### src/rtl/wdg_pkg.sv
package wdg_pkg;

    typedef enum logic [1:0] {
        WS_RUN      = 2'd0,
        WS_PREWARN  = 2'd1,
        WS_RST_REQ  = 2'd2,
        WS_LOCKED   = 2'd3
    } wdg_state_e;

    typedef struct packed {
        logic load_norm;
        logic load_pre;
        logic dec;
    } cnt_cmd_t;

endpackage

### src/rtl/wdg_counter.sv
module wdg_counter
    import wdg_pkg::*;
#(
    parameter int NORM_LOAD = 1000,
    parameter int PRE_LOAD  = 200,
    parameter int CW        = 10
) (
    input  logic     clk,
    input  logic     por_n,
    input  cnt_cmd_t cmd,
    output logic     zero
);

    localparam logic [CW-1:0] NORM_V = CW'(NORM_LOAD);
    localparam logic [CW-1:0] PRE_V  = CW'(PRE_LOAD);

    logic [CW-1:0] cnt_q;

    always_ff @(posedge clk or negedge por_n) begin
        if (!por_n) begin
            cnt_q <= NORM_V;
        end else if (cmd.load_norm) begin
            cnt_q <= NORM_V;
        end else if (cmd.load_pre) begin
            cnt_q <= PRE_V;
        end else if (cmd.dec) begin
            cnt_q <= cnt_q - 1'b1;
        end
    end

    assign zero = (cnt_q == '0);

    AST_CNT_ONE_CMD: assert property (@(posedge clk) disable iff (!por_n)
        $onehot0({cmd.load_norm, cmd.load_pre, cmd.dec}));

    AST_NO_WRAP: assert property (@(posedge clk) disable iff (!por_n)
        (zero && cmd.dec) |-> 1'b0);

endmodule

### src/rtl/wdg_once_flag.sv
module wdg_once_flag (
    input  logic clk,
    input  logic por_n,
    input  logic set_evt,
    input  logic clr_ok,
    input  logic usr_rst,
    output logic flag
);

    always_ff @(posedge clk or negedge por_n) begin
        if (!por_n) begin
            flag <= 1'b0;
        end else if (set_evt) begin
            flag <= 1'b1;
        end else if (clr_ok) begin
            flag <= 1'b0;
        end
    end

    AST_FLAG_CLEAR_GATED: assert property (@(posedge clk) disable iff (!por_n)
        $fell(flag) |-> $past(clr_ok));

    AST_FLAG_KEEP_USR: assert property (@(posedge clk) disable iff (!por_n)
        (flag && usr_rst && !clr_ok) |=> flag);

endmodule

### src/rtl/wdg_fsm.sv
module wdg_fsm
    import wdg_pkg::*;
(
    input  logic     clk,
    input  logic     por_n,
    input  logic     kick,
    input  logic     usr_rst,
    input  logic     clr_wr,
    input  logic     zero,
    input  logic     flag,
    output cnt_cmd_t cmd,
    output logic     set_flag,
    output logic     clr_ok,
    output logic     irq,
    output logic     rst_req,
    output logic     perm
);

    wdg_state_e state_q, nxt;

    always_comb begin
        nxt      = state_q;
        cmd      = '0;
        set_flag = 1'b0;
        unique case (state_q)
            WS_RUN: begin
                if (usr_rst || kick) begin
                    cmd.load_norm = 1'b1;
                end else if (zero) begin
                    nxt          = WS_PREWARN;
                    cmd.load_pre = 1'b1;
                end else begin
                    cmd.dec = 1'b1;
                end
            end
            WS_PREWARN: begin
                if (usr_rst) begin
                    nxt           = WS_RUN;
                    cmd.load_norm = 1'b1;
                end else if (zero) begin
                    set_flag = 1'b1;
                    nxt      = (flag && !clr_wr) ? WS_LOCKED : WS_RST_REQ;
                end else begin
                    cmd.dec = 1'b1;
                end
            end
            WS_RST_REQ: begin
                if (usr_rst) begin
                    nxt           = WS_RUN;
                    cmd.load_norm = 1'b1;
                end
            end
            WS_LOCKED: begin
                nxt = WS_LOCKED;
            end
            default: begin
                nxt = WS_LOCKED;
            end
        endcase
    end

    assign clr_ok = (state_q == WS_PREWARN) && clr_wr;

    always_ff @(posedge clk or negedge por_n) begin
        if (!por_n) begin
            state_q <= WS_RUN;
        end else begin
            state_q <= nxt;
        end
    end

    always_ff @(posedge clk or negedge por_n) begin
        if (!por_n) begin
            irq     <= 1'b0;
            rst_req <= 1'b0;
            perm    <= 1'b0;
        end else begin
            irq     <= (nxt == WS_PREWARN) && (state_q != WS_PREWARN);
            rst_req <= (nxt == WS_RST_REQ);
            perm    <= (nxt == WS_LOCKED);
        end
    end

    AST_PERM_STICKY: assert property (@(posedge clk) disable iff (!por_n)
        perm |=> perm);

    AST_REQ_RELEASE: assert property (@(posedge clk) disable iff (!por_n)
        $fell(rst_req) |-> $past(usr_rst));

    AST_IRQ_FROM_RUN: assert property (@(posedge clk) disable iff (!por_n)
        $rose(irq) |-> ($past(state_q) == WS_RUN));

endmodule

### src/rtl/wdg_escalator.sv
module wdg_escalator
    import wdg_pkg::*;
#(
    parameter int NORM_LOAD = 1000,
    parameter int PRE_LOAD  = 200
) (
    input  logic clk,
    input  logic por_n,
    input  logic usr_rst,
    input  logic kick,
    input  logic clr_wr,
    output logic prewarn_irq,
    output logic reset_req,
    output logic perm_reset,
    output logic once_flag
);

    localparam int MAX_LOAD = (NORM_LOAD > PRE_LOAD) ? NORM_LOAD : PRE_LOAD;
    localparam int CW       = $clog2(MAX_LOAD + 1);

    cnt_cmd_t cmd;
    logic     zero;
    logic     set_flag;
    logic     clr_ok;

    wdg_counter #(
        .NORM_LOAD (NORM_LOAD),
        .PRE_LOAD  (PRE_LOAD),
        .CW        (CW)
    ) u_cnt (
        .clk   (clk),
        .por_n (por_n),
        .cmd   (cmd),
        .zero  (zero)
    );

    wdg_once_flag u_flag (
        .clk     (clk),
        .por_n   (por_n),
        .set_evt (set_flag),
        .clr_ok  (clr_ok),
        .usr_rst (usr_rst),
        .flag    (once_flag)
    );

    wdg_fsm u_fsm (
        .clk      (clk),
        .por_n    (por_n),
        .kick     (kick),
        .usr_rst  (usr_rst),
        .clr_wr   (clr_wr),
        .zero     (zero),
        .flag     (once_flag),
        .cmd      (cmd),
        .set_flag (set_flag),
        .clr_ok   (clr_ok),
        .irq      (prewarn_irq),
        .rst_req  (reset_req),
        .perm     (perm_reset)
    );

    AST_PERM_NEEDS_FLAG: assert property (@(posedge clk) disable iff (!por_n)
        $rose(perm_reset) |-> $past(once_flag));

    AST_IRQ_ONE_CYCLE: assert property (@(posedge clk) disable iff (!por_n)
        prewarn_irq |=> !prewarn_irq);

    AST_REQ_EXCLUSIVE: assert property (@(posedge clk) disable iff (!por_n)
        !(reset_req && perm_reset));

endmodule

### config.mk
export PLATFORM = sky130hd
export DESIGN_NAME = wdg_escalator
export DESIGN_NICKNAME = d
export VERILOG_FILES = /design/src/rtl/wdg_pkg.sv /design/src/rtl/wdg_counter.sv /design/src/rtl/wdg_once_flag.sv /design/src/rtl/wdg_fsm.sv /design/src/rtl/wdg_escalator.sv
export SDC_FILE = /design/constraint.sdc
export NUM_CORES = 1
export LEC_CHECK = 0
export CORE_ASPECT_RATIO = 0.6
export CORE_MARGIN = 2
export CORE_UTILIZATION = 28
export DETAILED_ROUTE_END_ITERATION = 10
export DONT_BUFFER_PORTS = 1
export HOLD_SLACK_MARGIN = 0.03
export PLACE_DENSITY = 0.47
export SYNTH_ARGS = -nofsm -noshare
export SYNTH_HDL_FRONTEND = slang
export SYNTH_SLANG_ARGS = --single-unit
### constraint.sdc
create_clock -name clk -period 3.1 [get_ports clk]
set_input_delay 0.62 -clock clk [delete_from_list [all_inputs] [get_ports clk]]
set_output_delay 0.62 -clock clk [all_outputs]
set_load 0.03 [all_outputs]
==> results of run 1 <==
[flip-flops by register name (all words and copies together) (netlist names)]
signal and cells:
u_fsm.rst_req 1, u_fsm.irq 1, u_fsm.state_q 2, u_cnt.cnt_q 10, u_fsm.perm 1, u_flag.flag 1
[through the flow]
stage	power [mW]	setup WS (ns)	instances
after floorplan	0.214	1.08	113
after global placement	0.214	0.766	155
after detailed placement	0.214	0.811	155
after CTS	0.406	0.804	159
after global routing	0.415	0.611	159
final	0.402	0.795	159
[synthesized netlist by cell type, types with 2 or more instances]
library cell and n:
nor2_1 10, or4_1 4, nor3_1 3, a2111oi_0 2, nand2_1 6, a221o_1 2
nor4_1 2, o311a_1 2, ha_1 6, mux2i_1 2, nand4_1 4, nor3b_1 4
nand3_1 2, inv_1 5, o2111ai_1 2, dfrtp_1 10, buf_6 3, o21ai_0 2
a21oi_1 5, dfstp_2 6
[worst paths after layout]
check,end,slack [ns]
worst max-delay path,u_fsm.perm$_DFF_PN0_,0.79
worst min register to register,u_cnt.cnt_q[1]$_DFFE_PN0P_,0.54
max in group asynchronous,u_cnt.cnt_q[3]$_DFFE_PN1P_,2.87
worst min-delay path,u_cnt.cnt_q[4]$_DFFE_PN0P_,0.05
min in group clk,u_flag.flag$_DFFE_PN0P_,0.54
worst max register to register,u_fsm.perm$_DFF_PN0_,0.79
[cell type report]
type                       count  area (µm²)  share of cell area
multi-input combinational     86         651               0.543
sequential                    16         408               0.340
tap                           47        58.8              0.0491
clock buffer                   4        55.1              0.0459
inverter                       5        18.8              0.0157
timing repair buffer           1        7.51             0.00626
[power groups by stage]
stage / Sequential (mW) / Clock [mW] / Combinational (mW)
6_report: 0.209 / 0.192 / 0.00103
5_1_grt: 0.209 / 0.205 / 0.00117
4_1_cts: 0.209 / 0.196 / 0.00103
3_5_place_dp: 0.213 / 0 / 0.00103
3_3_place_gp: 0.213 / 0 / 0.00110
2_1_floorplan: 0.213 / 0 / 0.000987
[cell families after synthesis]
family | synth area share
simple gates | 0.255
mux | 0.0177
buf+inv | 0.0621
compound gates | 0.237
flops | 0.361
fa+ha+maj | 0.0665
[layer usage]
| metal | track usage | vias up |
|---|---|---|
| met4 | 0.0185 | 0 |
| met3 | 0.0499 | 0 |
| met2 | 0.149 | 16 |
| met1 | 0.220 | 423 |
| li1 | - | 440 |
| met5 | 0 | - |
==> impl_metrics.ini, run 1 <==
[critical_path]
crit_arrival_ns = 2.43
critPathKind = reg -> reg
crit_start = u_fsm.state_q[0]$_DFF_PN0_
max_stage_delay_ns = 0.62
critPathSlowestCell = or3b_2
start_kind = flop
end_kind = flop
worstReg2RegStart = u_fsm.state_q[0]$_DFF_PN0_
critPathMaxFanout = 12
crit_cells = 6
crit_chain = inv_1 -> ha_1 -> or3b_2 -> nor4_4 -> a211oi_2 -> nor3b_1
cp.required_ns = 3.23
cpLargestDelayFamily = simple AND/OR/NAND/NOR gates
worst-path-buf-inv = 1
r2r_cells = 6

[synthesis]
syn-num-nets = 124
synth.avg_cell_area_um2 = 9.99
ys_seq_elements = 16
netlist_instances = 113
synth_top_area_frac = 0.222
yosysWarningCount = 0
synth-main-ff-cell = dfrtp_1
netlist_top_cells_area = dfrtp_1 22%, dfstp_2 14%, ha_1 6.7%
synth_cell_types = 51
ys_seq_area_frac = 0.361
synth-edff-count = 0
async_flop_share = 1.00
synth_largest_area_cell = dfrtp_1
synth_area_mm2 = 0.00113

[clocking]
cts-buffers-inserted = 3
clk_latency_ns = 0.25
cts_hold_buf = 0
cts_buffer_depth = 2
cts_resized = 0
cts_sinks = 16
cts_tree = done
h-tree-depth = 1
root_buffer = clkbuf_8
path_clk_slew_ns = 0.07
cts_setup_buffers = 0

[route]
num_vias = 879
drt-initial-drc-count = 73
wl_met3_um = 155
via_per_inst = 5.53
drtAntennaViolNets = 0
wl_met1_um = 1560
dr_wl_met2_um = 962
drt_wl_total_um = 2680
routedWlPerCell_um = 16.8
top_layer_used = met3
first_pass_iters = 4
drc_errors = 0

[power_and_ir_drop]
p_clk_frac = 0.478
vdd_drop_max_mv = 0.153
p_leak_nw = 0.494
switching_power_uw = 79.7
p_int_uw = 323
swShare = 0.198
seqPwrFrac = 0.520
combPwrFrac = 0.003
powerDensity_mw_per_mm2 = 336

[die]
io_pins = 9
core_mm2 = 0.00376
start_util = 0.300
design.die.area_mm2 = 0.00457
rows = 17
fp.dieW_um = 86.0
die_h_um = 53.2

[finish]
post-route-util = 0.318
final_cell_mix = 10 x nor2_1, 10 x dfrtp_1, 6 x nand2_1, 6 x ha_1, 6 x dfstp_2
drive_above_1_share = 0.205
nets = 124
n_fill_cell = 380
syn_to_final_growth_pct = 6.21
antenna_cells = 0
fin_area_mm2 = 0.00120

[global_route]
grt_pass1_wl_um = 4460
grt.overflow.total = 0
grt_pass1_vias = 826
grt_max_degree = 17
antenna_found_initial = 0
track_usage = 0.132

[timing]
rsz0062_at_grt = no
tns_ns = 0
max-slew-margin-rel = 0.530
drv_slew = 0
worstMarginPinSlew_ns = 0.699
period_minus_slack_ns = 2.31
min_period_over_period = 0.744
hold_violations = 0
fmax_mhz = 434
setup_viol = 0
fin_skew_ns = 0.00555
fin_hold_ws_ns = 0.0529

[run]
timing.max_cap.violations = 0

[placed_design]
placement.cell_area_mm2 = 0.00114
port_buffers = 0
place.gp.congestion = 0.799
dpl.hpwl_um = 2010

[hold_path]
min_path_type = in -> async

[run_status]
status = complete, no violations
(Power assumes the default switching activity.)
==> inputs of run 2 (changes only) <==
- ABC_AREA: not set -> 1
- clock period: 3.1 -> 2.2 ns (I/O delays scaled with it)
==> impl_metrics.ini, run 2 <==
[synthesis]
synth_largest_area_cell = dfrtp_1
synth-edff-count = 0
syn-num-nets = 141
async_flop_share = 1.00
synth_top_area_frac = 0.238
synth_cell_types = 25
synth_area_mm2 = 0.00105
netlist_instances = 130
synth.avg_cell_area_um2 = 8.10
synth_most_common_cell = nand2_1
yosysWarningCount = 0
ys_seq_elements = 16
synth-main-ff-cell = dfrtp_1
netlist_top_cells_area = dfrtp_1 24%, dfstp_2 15%, nand3_1 8.6%
synth_top_cells_by_count = 20 x nand2_1, 18 x nand3_1, 18 x nor2_1
ys_seq_area_frac = 0.387

[power_and_ir_drop]
vdd_drop_max_mv = 0.428
seqPwrFrac = 0.351
swShare = 0.462
p_leak_nw = 0.574
combPwrFrac = 0.501
powerDensity_mw_per_mm2 = 1500
p_clk_frac = 0.149
switching_power_uw = 808
p_int_uw = 939

[global_route]
grt_pass1_vias = 810
grt_pass1_wl_um = 3940
track_usage = 0.117
grt.overflow.total = 0
antenna_found_initial = 0
grt_max_degree = 17

[route]
routedWlPerCell_um = 12.0
drtAntennaViolNets = 0
num_vias = 811
via_per_inst = 4.48
drc_errors = 0
drt_wl_total_um = 2170
drt-initial-drc-count = 41
first_pass_iters = 2

[critical_path]
r2r_slack_ns = 0.34
cp.required_ns = 2.34
critPathKind = reg -> reg
critPathMaxFanout = 5
start_kind = flop
crit_arrival_ns = 2.01
end_kind = flop

[timing]
drv_slew = 0
fmax_mhz = 536
fin_skew_ns = 0.00672
period_minus_slack_ns = 1.86
min_period_over_period = 0.848
max-slew-margin-rel = 0.478
worstMarginPinSlew_ns = 0.780
hold_violations = 0
tns_ns = 0
rsz0062_at_grt = no
setup_viol = 0

[clocking]
cts_setup_buffers = 0
cts-buffers-inserted = 3
cts_buffer_depth = 2
h-tree-depth = 1
path_clk_slew_ns = 0.07
clk_latency_ns = 0.25
cts_sinks = 16
root_buffer = clkbuf_8
cts_tree = done
cts_resized = 0

[finish]
post-route-util = 0.321
final_cell_mix = 20 x nand2_1, 18 x nor2_1, 18 x nand3_1
nets = 146
reg_top3 = u_cnt.cnt_q x10, u_fsm.state_q x2
largest_register_ffs = 10
syn_to_final_growth_pct = 10.7
layout_commonest_cell = nand2_1
antenna_cells = 0
drive_above_1_share = 0.209
fin_area_mm2 = 0.00117
largest-register = u_cnt.cnt_q

[die]
rows = 17
fp.dieW_um = 83.2
core_mm2 = 0.00364
start_util = 0.290
die_h_um = 51.5
io_pins = 9
design.die.area_mm2 = 0.00429

[placed_design]
place.gp.congestion = 0.959
port_buffers = 0
dpl.hpwl_um = 1670
placement.cell_area_mm2 = 0.00110

[run_status]
status = complete, no violations

[hold_path]
min_path_type = in -> reg

[run]
timing.max_cap.violations = 0
==> run 2: changes by cell type after synthesis, sizes merged, moves of 3 or more <==
cell   delta
nor2     +13
inv      +10
nor3b     -5
xor2      +3
buf       -4
nor4      -4
or4       -4
nand3    +16
nand2    +20
==> run 2: cell families (layout without fill, tap and decap cells) <==
kind of cell / after synthesis / count (layout) / synth area share
buffers and inverters: 16 / 20 / 0.0641
and+or+nand+nor: 73 / 73 / 0.353
xor gates and xnor gates: 5 / 5 / 0.0416
DFF: 16 / 16 / 0.387
AOI/OAI and AO/OA: 14 / 14 / 0.0831
adders and majority gates: 6 / 6 / 0.0713
==> run 2: power groups by stage <==
stage	Combinational [mW]	Sequential, mW	Clock, mW
final	0.874	0.613	0.260
after global routing	1.01	0.637	0.287
after CTS	0.879	0.613	0.271
after detailed placement	0.865	0.616	0
after global placement	0.865	0.613	0
after floorplan	0.753	0.583	0
==> run 2: layer usage <==
layer / track usage / wire length, µm
met1: 0.169 / 1230
met2: 0.164 / 826
met3: 0.0381 / 86
met4: 0.0410 / 32
met5: 0 / 0
==> run 2: what timing repair did <==
action                                  4_1_cts  5_1_grt
endpoints found under the setup margin        0        0
endpoints found under the hold margin        16        0
hold buffers                                  1        0
==> run 2: through the flow <==
| step | worst slack [ns] | hold slack (ns) | power (mW) | std cells |
|---|---|---|---|---|
| 4_1_cts | 0.323 | 0.338 | 1.76 | 181 |
| 3_3_place_gp | 0.294 | 0.145 | 1.48 | 176 |
| 6_report | 0.335 | 0.341 | 1.75 | 181 |
| 2_1_floorplan | 0.595 | 0.144 | 1.34 | 130 |
| 3_5_place_dp | 0.327 | 0.145 | 1.48 | 176 |
| 5_1_grt | 0.163 | 0.380 | 1.94 | 181 |
==> run 2: final cells by class <==
class | instances | area, µm²
repair buffers | 1 | 10.0
inverters | 15 | 56.3
flip-flops and latches | 16 | 408
well taps | 47 | 58.8
multi-input cells | 98 | 578
fillers | 380 | 2470
clock buffers | 4 | 55.1
==> run 2: final timing paths <==
kind / startpoint / to / depth (start not counted)
worst max-delay path: u_fsm.state_q[0]$_DFF_PN0_ / u_cnt.cnt_q[2]$_DFFE_PN0P_ / 9
max in group asynchronous: por_n / u_fsm.rst_req$_DFF_PN0_ / 1
worst max register to register: u_fsm.state_q[0]$_DFF_PN0_ / u_cnt.cnt_q[2]$_DFFE_PN0P_ / 9
worst min register to register: u_cnt.cnt_q[3]$_DFFE_PN1P_ / u_cnt.cnt_q[3]$_DFFE_PN1P_ / 2
min in group asynchronous: por_n / u_cnt.cnt_q[2]$_DFFE_PN0P_ / 1
worst min-delay path: clr_wr / u_flag.flag$_DFFE_PN0P_ / 3
==> run 2: worst max-delay path, cell delays in order (launching register included) <==
cell and delay [ns]:
dfrtp_1 0.43, inv_1 0.12, ha_1 0.26, inv_2 0.06
nor3_1 0.28, nand3_1 0.23, nand2_1 0.16, inv_1 0.06
nand2_1 0.09, o21ai_1 0.06
==> inputs of run 3 (changes only) <==
- ABC_AREA: 1 -> 0
- PLACE_DENSITY: 0.47 -> 0.49
- clock period: 2.2 -> 1.6 ns (I/O delays scaled with it)
==> impl_metrics.ini, run 3 (same netlist as run 1, synthesis figures left out) <==
[run]
timing.max_cap.violations = 0

[timing]
hold_violations = 0
setup_ws_ns = -0.367
fin_skew_ns = 0.00178
rsz0062_at_grt = yes
setup_viol = 15
max-slew-margin-rel = 0.455
period_minus_slack_ns = 1.97
drv_slew = 0
min_period_over_period = 1.23
worstMarginPinSlew_ns = 0.815
fmax_mhz = 508

[finish]
syn_to_final_growth_pct = 63.0
fin_area_mm2 = 0.00184
final_cells = 212
largest_register_ffs = 10
nets = 177
final_cell_mix = 42 x buf_4, 10 x buf_6, 10 x dfrtp_1
layout_commonest_cell = buf_4
drive_above_1_share = 0.630
reg_top3 = u_cnt.cnt_q x10, u_fsm.state_q x2
antenna_cells = 0
largest-register = u_cnt.cnt_q

[run_status]
status = complete, but fails checks
violations = negative setup slack

[placed_design]
place_inst = 195
place_ws_ns = -0.344
port_buffers = 0
dpl.hpwl_um = 2670
placement.cell_area_mm2 = 0.00151
place.gp.congestion = 0.911

[route]
routedWlPerCell_um = 18.5
num_vias = 1148
first_pass_iters = 4
drc_errors = 0
via_per_inst = 5.42
drtAntennaViolNets = 0
drt-initial-drc-count = 49
drt_wl_total_um = 3920

[critical_path]
critPathKind = reg -> reg
end_kind = flop
worst-path-buf-inv = 2
critPathSlowestCell = or4_4
start_kind = flop
crit_arrival_ns = 2.14
critPathMaxFanout = 3
crit_chain = inv_2 -> ha_4 -> or3b_4 -> buf_4 -> o311a_1 -> or4_4
max_stage_delay_ns = 0.42
cp.required_ns = 1.77
cpLargestDelayFamily = simple AND/OR/NAND/NOR gates

[clocking]
clk_latency_ns = 0.25
h-tree-depth = 1
cts_sinks = 16
root_buffer = clkbuf_8
cts_buffer_depth = 2
cts_tree = done
path_clk_slew_ns = 0.07
cts-buffers-inserted = 3

[power_and_ir_drop]
p_int_uw = 627
swShare = 0.210
combPwrFrac = 0.016
p_leak_nw = 0.801
switching_power_uw = 166
seqPwrFrac = 0.511
powerDensity_mw_per_mm2 = 431
vdd_drop_max_mv = 0.235
p_clk_frac = 0.473

[die]
design.die.area_mm2 = 0.00457
rows = 17
fp.dieW_um = 86.0
start_util = 0.300
io_pins = 9
die_h_um = 53.2
core_mm2 = 0.00376

[global_route]
grt.overflow.total = 0
grt_pass1_vias = 1111
antenna_found_initial = 0
grt_max_degree = 17
track_usage = 0.179
grt_pass1_wl_um = 5950

[hold_path]
min_path_type = in -> reg
run 3: tightest hold or removal path: stages:
cell and delay, ns:
nand2_1 0.03, nand2_1 0.07, nand2_2 0.05
run 3: area by class of cell:
class / count / area [µm²]
inverters: 5 / 18.8
well taps: 47 / 58.8
clock buffers: 4 / 55.1
repair buffers: 54 / 458
flip-flops and latches: 16 / 408
fillers: 346 / 1930
multi-input cells: 86 / 841
run 3: routing by layer:
metal	track usage	share of wire	up-vias
met5	0	0	-
li1	-	-	544
met1	0.273	0.52	579
met4	0.0317	0.0069	0
met3	0.0515	0.050	4
met2	0.245	0.42	21
run 3: repair_timing:
action | in CTS | in global routing
setup endpoints to repair | 15 | 16
resized for setup | 28 | 11
pin swaps | 13 | 10
hold endpoints to repair | 16 | 0
hold buffers | 1 | 0
buffers inserted | 8 | 7
run 3: path summary, 6_finish.rpt:
check                           slack (ns)                  startpoint  cells after the start                          to
worst max register to register       -0.37  u_fsm.state_q[1]$_DFF_PN0_                      6  u_cnt.cnt_q[6]$_DFFE_PN1P_
worst max-delay path                 -0.37  u_fsm.state_q[1]$_DFF_PN0_                      6  u_cnt.cnt_q[6]$_DFFE_PN1P_
min in group asynchronous             0.60                       por_n                      1  u_cnt.cnt_q[1]$_DFFE_PN0P_
max in group asynchronous             0.50                       por_n                      1  u_cnt.cnt_q[4]$_DFFE_PN0P_
worst min-delay path                  0.25                      clr_wr                      3     u_flag.flag$_DFFE_PN0P_
worst min register to register        0.64  u_cnt.cnt_q[0]$_DFFE_PN0P_                      2  u_cnt.cnt_q[0]$_DFFE_PN0P_
run 3: power groups by stage:
stage | Clock [mW] | Sequential (mW) | Combinational, mW
3_3_place_gp | 0 | 0.412 | 0.00233
4_1_cts | 0.386 | 0.405 | 0.0131
5_1_grt | 0.409 | 0.405 | 0.0143
2_1_floorplan | 0 | 0.412 | 0.00195
3_5_place_dp | 0 | 0.412 | 0.00223
6_report | 0.376 | 0.405 | 0.0126
run 3: through the flow:
stage	hold WS [ns]	TNS [ns]	utilization	power, mW
after floorplan	0.0244	-2.04	-	0.414
after global placement	0.0252	-3.68	0.401	0.415
after detailed placement	0.0252	-4.12	0.401	0.415
after CTS	0.233	-2.95	0.465	0.804
after global routing	0.271	-4.81	0.489	0.828
final	0.254	-3.74	0.489	0.793
